### src/rtl/perf_cnt_pkg.sv
package perf_cnt_pkg;
    // Register selector shared by the read and write paths
    typedef enum logic {
        SEL_CYCLE = 1'b0,
        SEL_STALL = 1'b1
    } cnt_sel_e;
endpackage

### src/rtl/perf_sat_inc.sv
module perf_sat_inc #(
    parameter int WIDTH = 32
) (
    input  logic [WIDTH-1:0] val_i,
    output logic [WIDTH-1:0] plus1_o,
    output logic             at_max_o,
    output logic             next_max_o
);
    localparam logic [WIDTH-1:0] ALL_ONES = '1;
    localparam logic [WIDTH-1:0] ONE      = WIDTH'(1);

    always_comb begin
        plus1_o    = val_i + ONE;
        at_max_o   = (val_i == ALL_ONES);
        next_max_o = (val_i == (ALL_ONES - ONE));
    end
endmodule

### src/rtl/perf_rd_mux.sv
module perf_rd_mux
    import perf_cnt_pkg::*;
#(
    parameter int WIDTH = 32
) (
    input  logic             sel_i,
    input  logic [WIDTH-1:0] cycle_i,
    input  logic [WIDTH-1:0] stall_i,
    output logic [WIDTH-1:0] data_o
);
    always_comb begin
        if (cnt_sel_e'(sel_i) == SEL_STALL) data_o = stall_i;
        else                                data_o = cycle_i;
    end
endmodule

### src/rtl/perf_cnt_top.sv
module perf_cnt_top
    import perf_cnt_pkg::*;
#(
    parameter int WIDTH = 32
) (
    input  logic             clk,
    input  logic             rst_n,
    input  logic             core_en_i,
    input  logic             cnt_en_i,
    input  logic             stall_i,
    input  logic             wr_en_i,
    input  logic             wr_sel_i,
    input  logic [WIDTH-1:0] wr_data_i,
    input  logic             rd_sel_i,
    output logic [WIDTH-1:0] rd_data_o,
    output logic [WIDTH-1:0] cycle_o,
    output logic [WIDTH-1:0] stall_o,
    output logic             cnt_en_clr_o
);
    localparam logic [WIDTH-1:0] ALL_ONES = '1;
    localparam logic [WIDTH-1:0] ONE      = WIDTH'(1);

    typedef struct packed {
        logic [WIDTH-1:0] cycle;
        logic [WIDTH-1:0] stall;
        logic             clr;
    } cnt_state_t;

    cnt_state_t st_d, st_q;

    logic             counting;
    logic             cyc_wr;
    logic [WIDTH-1:0] cyc_plus1;
    logic             cyc_at_max;
    logic             cyc_next_max;

    perf_sat_inc #(.WIDTH(WIDTH)) u_cyc_inc (
        .val_i      (st_q.cycle),
        .plus1_o    (cyc_plus1),
        .at_max_o   (cyc_at_max),
        .next_max_o (cyc_next_max)
    );

    perf_rd_mux #(.WIDTH(WIDTH)) u_rd_mux (
        .sel_i   (rd_sel_i),
        .cycle_i (st_q.cycle),
        .stall_i (st_q.stall),
        .data_o  (rd_data_o)
    );

    always_comb begin
        counting = core_en_i && cnt_en_i;
        // Clearing is only allowed while counting is stopped
        cyc_wr   = wr_en_i && (cnt_sel_e'(wr_sel_i) == SEL_CYCLE) && !counting;
        st_d     = st_q;
        st_d.clr = counting && (cyc_at_max || cyc_next_max);
        if (counting && !cyc_at_max) begin
            st_d.cycle = cyc_plus1;
            // stall <= cycle < max here, so no overflow
            if (stall_i) st_d.stall = st_q.stall + ONE;
        end else if (cyc_wr) begin
            st_d.cycle = wr_data_i;
            st_d.stall = '0;
        end
    end

    always_ff @(posedge clk or negedge rst_n) begin
        if (!rst_n) st_q <= '0;
        else        st_q <= st_d;
    end

    assign cycle_o      = st_q.cycle;
    assign stall_o      = st_q.stall;
    assign cnt_en_clr_o = st_q.clr;

    a_r1_cycle_step: assert property (@(posedge clk) disable iff (!rst_n)
        (core_en_i && cnt_en_i && cycle_o != ALL_ONES) |=> (cycle_o == $past(cycle_o) + ONE));

    a_r3_hold: assert property (@(posedge clk) disable iff (!rst_n)
        (!(core_en_i && cnt_en_i) && !(wr_en_i && !wr_sel_i)) |=> ($stable(cycle_o) && $stable(stall_o)));

    a_r4_no_wrap: assert property (@(posedge clk) disable iff (!rst_n)
        (core_en_i && cnt_en_i && cycle_o == ALL_ONES) |=> (cycle_o == ALL_ONES && $stable(stall_o)));

    a_r5_clr_req: assert property (@(posedge clk) disable iff (!rst_n)
        (core_en_i && cnt_en_i && cycle_o == ALL_ONES - ONE) |=> cnt_en_clr_o);

    a_r8_stall_bound: assert property (@(posedge clk) disable iff (!rst_n)
        stall_o <= cycle_o);
endmodule

### config.mk
export PLATFORM = sky130hd
export DESIGN_NAME = perf_cnt_top
export DESIGN_NICKNAME = d
export VERILOG_FILES = /design/src/rtl/perf_cnt_pkg.sv /design/src/rtl/perf_sat_inc.sv /design/src/rtl/perf_rd_mux.sv /design/src/rtl/perf_cnt_top.sv
export SDC_FILE = /design/constraint.sdc
export NUM_CORES = 1
export LEC_CHECK = 0
export BUFFER_PORTS_ARGS = -buffer_cell sky130_fd_sc_hd__buf_2
export CAP_MARGIN = 10
export CORE_MARGIN = 2
export CORE_UTILIZATION = 40
export CTS_BUF_LIST = sky130_fd_sc_hd__clkbuf_2
export DETAILED_ROUTE_END_ITERATION = 8
export HOLD_SLACK_MARGIN = 0.05
export PLACE_DENSITY = 0.65
export SLEW_MARGIN = 20
export SYNTH_ARGS = -nofsm -noshare
export SYNTH_HDL_FRONTEND = slang
export SYNTH_SLANG_ARGS = --single-unit
export TNS_END_PERCENT = 5
### constraint.sdc
create_clock -name clk -period 3.7 [get_ports clk]
set_clock_uncertainty 0.05 [all_clocks]
set_input_delay 1.11 -clock clk [delete_from_list [all_inputs] [get_ports clk]]
set_output_delay 1.11 -clock clk [all_outputs]
set_load 0.05 [all_outputs]
Word-level counts from Yosys, hierarchy flattened
Cells that the tools add are included.
{"block": "word_totals", "in_bits": 40, "regBits": 65, "elab_cells": 23}
{"block": "classes", "mux": 4, "reduce_logical": 10, "n_addsub": 2, "bitwise_logic": 1, "eq_ne": 3}
{"cell": "$mux W64", "n": 2}
{"cell": "$add A32 B1 Y32 const B", "n": 2}
{"cell": "$eq A32 B32 Y1 const B", "n": 2}
{"cell": "$mux W32", "n": 2}
{"cell": "$logic_and A1 B1 Y1", "n": 5}
{"cell": "$logic_not A1 Y1", "n": 2}
{"cell": "$ne A2 B2 Y1 const B", "n": 1}
{"cell": "$reduce_and A2 Y1", "n": 1}
{"cell": "$reduce_bool A2 Y1", "n": 1}
{"cell": "$logic_or A1 B1 Y1", "n": 1}
{"cell": "$not A1 Y1", "n": 1}

Longest topological paths before layout
{"block": "depth", "depth_word": 5, "ltp_mapped": 8, "mapped_depth_nobuf": 7}

Cells and area by module
A second synthesis with hierarchy kept.
{"block": "unflattened", "hier_cells": 486, "hier_area_um2": 4335.4}
{"mod": "perf_cnt_top", "cells_per_inst": 351, "seq_area_each_um2": 1626.6, "n_inst": 1, "area_each_um2": 3111.7}
{"mod": "perf_sat_inc", "cells_per_inst": 99, "seq_area_each_um2": 0.0, "n_inst": 1, "area_each_um2": 679.4}
{"mod": "perf_rd_mux", "cells_per_inst": 36, "seq_area_each_um2": 0.0, "n_inst": 1, "area_each_um2": 544.3}

Worst setup path before layout
OpenSTA, ideal clock, no wires.
{"block": "synth_timing", "path_type": "in2out", "start": "in rd_sel_i", "end": "out rd_data_o[31]", "path_slack_ns": -0.157, "n_path_buf": 2, "arrival_time_ns": 2.697, "required_time_ns": 2.540, "path_stages": 3, "cell_sequence": "clkbuf_1 -> clkbuf_1 -> o21ai_0"}
{"block": "synth_between", "elab_chain_cells": 1}
{"item": "start: declaration", "line": "perf_cnt_top.sv:14", "rtl": "input logic rd_sel_i,"}
{"item": "$mux W32", "line": "perf_rd_mux.sv:12", "rtl": "if (cnt_sel_e'(sel_i) == SEL_STALL) data_o = stall_i;"}
{"item": "end: declaration", "line": "perf_cnt_top.sv:15", "rtl": "output logic [WIDTH-1:0] rd_data_o,"}
Every way passes these cells.

Final worst setup path
{"block": "layout_timing", "start": "in rd_sel_i", "end": "out rd_data_o[12]"}
The elaborated chain is that of the path after synthesis.

==> flow_metrics.tcl <==
set metrics [dict create \
    status "completed" \
    die_w_um 106 \
    grt_usage_pct 25.5 \
    globalRouteOverflowTotal 0 \
    ctsHtreeMaxLevel 3 \
    cts_root_buf "clkbuf_2" \
    yosysMostFrequentCell "dfrtp_1" \
    syn-num-nets 523 \
    finalCriticalPeriod_ns 3.33 \
    ys.flop_type "dfrtp_1" \
    timing.rr.start "cycle_o[1]$_DFFE_PN0P_" \
    synthCells 480 \
    gp_congestion 0.915 \
    hold_buffers 0 \
    drc 0 \
    die_h_um 106 \
    row_count 37 \
    relSlewSlack_pct 54.1 \
    power_leakage_nw 2.39 \
    cts_buffers 9 \
    vias_per_cell 6.01 \
    synthArstFlopShare_pct 100 \
    synth.avg_cell_area_sq_um 8.74 \
    drtIter0Drc 318 \
    first_global_vias 4113 \
    clockBufferDepth 2 \
    first_pass_iters 5 \
    cts_resized 0 \
    critPathMaxFanout 27 \
    ant_nets 0 \
    synth-seq-cells 65 \
    synth_commonest_cells "dfrtp_1, nand2_1, nor2_1" \
    drive_gt1_share_pct 32.9 \
    fin_area_sq_um 5180 \
    cp.arrival_ns 2.17 \
    drt-wirelength-per-cell_um 19.4 \
    placed_area_sq_um 5090 \
    start_kind "input pin" \
    critical_path_class "input pin to primary output" \
    startpoint "rd_sel_i" \
    postCtsSetupBuffers 0 \
    cts_tree "done" \
    fillCellCount 1007 \
    clock-sinks 65 \
    synthTopCellsByArea "dfrtp_1, mux2_2, nand2_1" \
    antenna_found_initial 0 \
    num_io_pins 137 \
    critPathCaptureType "primary output" \
    synth_cell_types 58 \
    grt_max_degree 28 \
    clkTransAtPathRegs_ns 0.20 \
    period_share_pct 89.9 \
    hpwlAfterDp_um 10700 \
    synth-edff-count 0 \
    drv_slew 0 \
    insertion_delay_ns 0.52 \
    syn-cell-area_sq_um 4200 \
    ir_worst_vdd_mv 0.229 \
    yosysWarnings 0 \
    grt_pass1_wl_um 22400 \
    core_sq_um 10300 \
    antennaDiodeCount 0 \
    yosysTopAreaCell "dfrtp_1" \
    p_per_area_nw_per_um2 405 \
    synth_top_area_share_pct 38.8 \
    nNetsFinal 663 \
    min_path_type "input pin to async pin" \
    max_clock_freq_ghz 0.301 \
    rsz0062_at_grt "false" \
    finalWirelength_um 14800 \
    finalSetupViolCount 0 \
    dieArea_sq_um 11300 \
    synth-seq-area-share_pct 38.8 \
    io_buffers 136 \
    start_util_pct 40.8 \
    vias 4567 \
    finalPower_w 0.00210 \
    area_growth_pct 23.6 \
    hold_violations 0 \
    worstPathRequired_ns 2.54 \
    max_cap_violations 0 \
    worst_pin_slew_ns 0.687 \
]
-- cells in the final DEF (no fill, tap or decap), types with 18 or more instances in the layout --
cell type and n:
buf_2 136, dfrtp_1 65, nand2_1 50, nor2_1 38, o21ai_0 33, nand3_1 28, mux2_2 26, nor3_1 24
a21oi_1 18
-- kinds of logic after synthesis --
logic type	Yosys count	synth area share [%]
and+or+nand+nor	213	26.7
AOI/OAI and AO/OA	133	22.1
DFF	65	38.8
buffers and inverters	36	3.58
muxes	30	7.93
adders and majority gates	3	0.895
-- flip-flops by register name, summed over array words and instances, names as in the netlist --
register / count
stall_o: 32
cycle_o: 32
cnt_en_clr_o: 1
-- critical path, cell delays in order --
cell and delay, ns:
buf_2 0.26, buf_12 0.22, mux2_2 0.35, buf_2 0.21
-- report_power, final --
group,switching [W],internal (W)
registers,0.000124,0.000772
clock network,0.000264,0.000149
logic,0.000582,0.000206
total,0.000970,0.00113
-- final cells by class --
type	count	area (sq um)	area share (%)
Inverter	12	45.0	0.869
Multi-Input combinational cell	379	2420	46.8
Timing Repair Buffer	153	821	15.8
Clock inverter	5	47.5	0.917
Clock buffer	10	50.0	0.965
Sequential cell	65	1630	31.4
Tap cell	136	170	3.28
-- worst paths after layout --
check / endpoint / slack, ns / cells past startpoint
max in group asynchronous: cycle_o[20]$_DFFE_PN0P_ / 2.30 / 2
hold / removal: stall_o[22]$_DFFE_PN0P_ / 0.52 / 1
setup / recovery: rd_data_o[12] / 0.37 / 4
min in group clk: stall_o[31]$_DFFE_PN0P_ / 0.52 / 1
setup reg to reg: cycle_o[3]$_DFFE_PN0P_ / 0.68 / 7
hold reg to reg: stall_o[31]$_DFFE_PN0P_ / 0.52 / 1
-- per-layer routing --
layer | GRT usage (%) | part of all wire (%) | up-vias | wire [um]
li1 | - | - | 2113 | -
met1 | 37.4 | 45 | 2185 | 6580
met3 | 5.64 | 9.4 | 13 | 1390
met4 | 5.01 | 1.0 | 0 | 153
met2 | 38.8 | 45 | 256 | 6630
met5 | 0 | 0 | - | 0
-- through the flow --
step                hold WS [ns]  instances  setup WS, ns  TNS [ns]  util [%]
CTS                        0.522        760         0.390         0      50.5
global route               0.537        760         0.349         0      50.5
detailed placement         0.482        745         0.389         0      49.5
finish                     0.516        760         0.374         0      50.5
global placement           0.465        745         0.430         0      49.5
floorplan                  0.731        480        -0.157    -0.737         -
No activity file was read; power rests on OpenSTA's default activity.
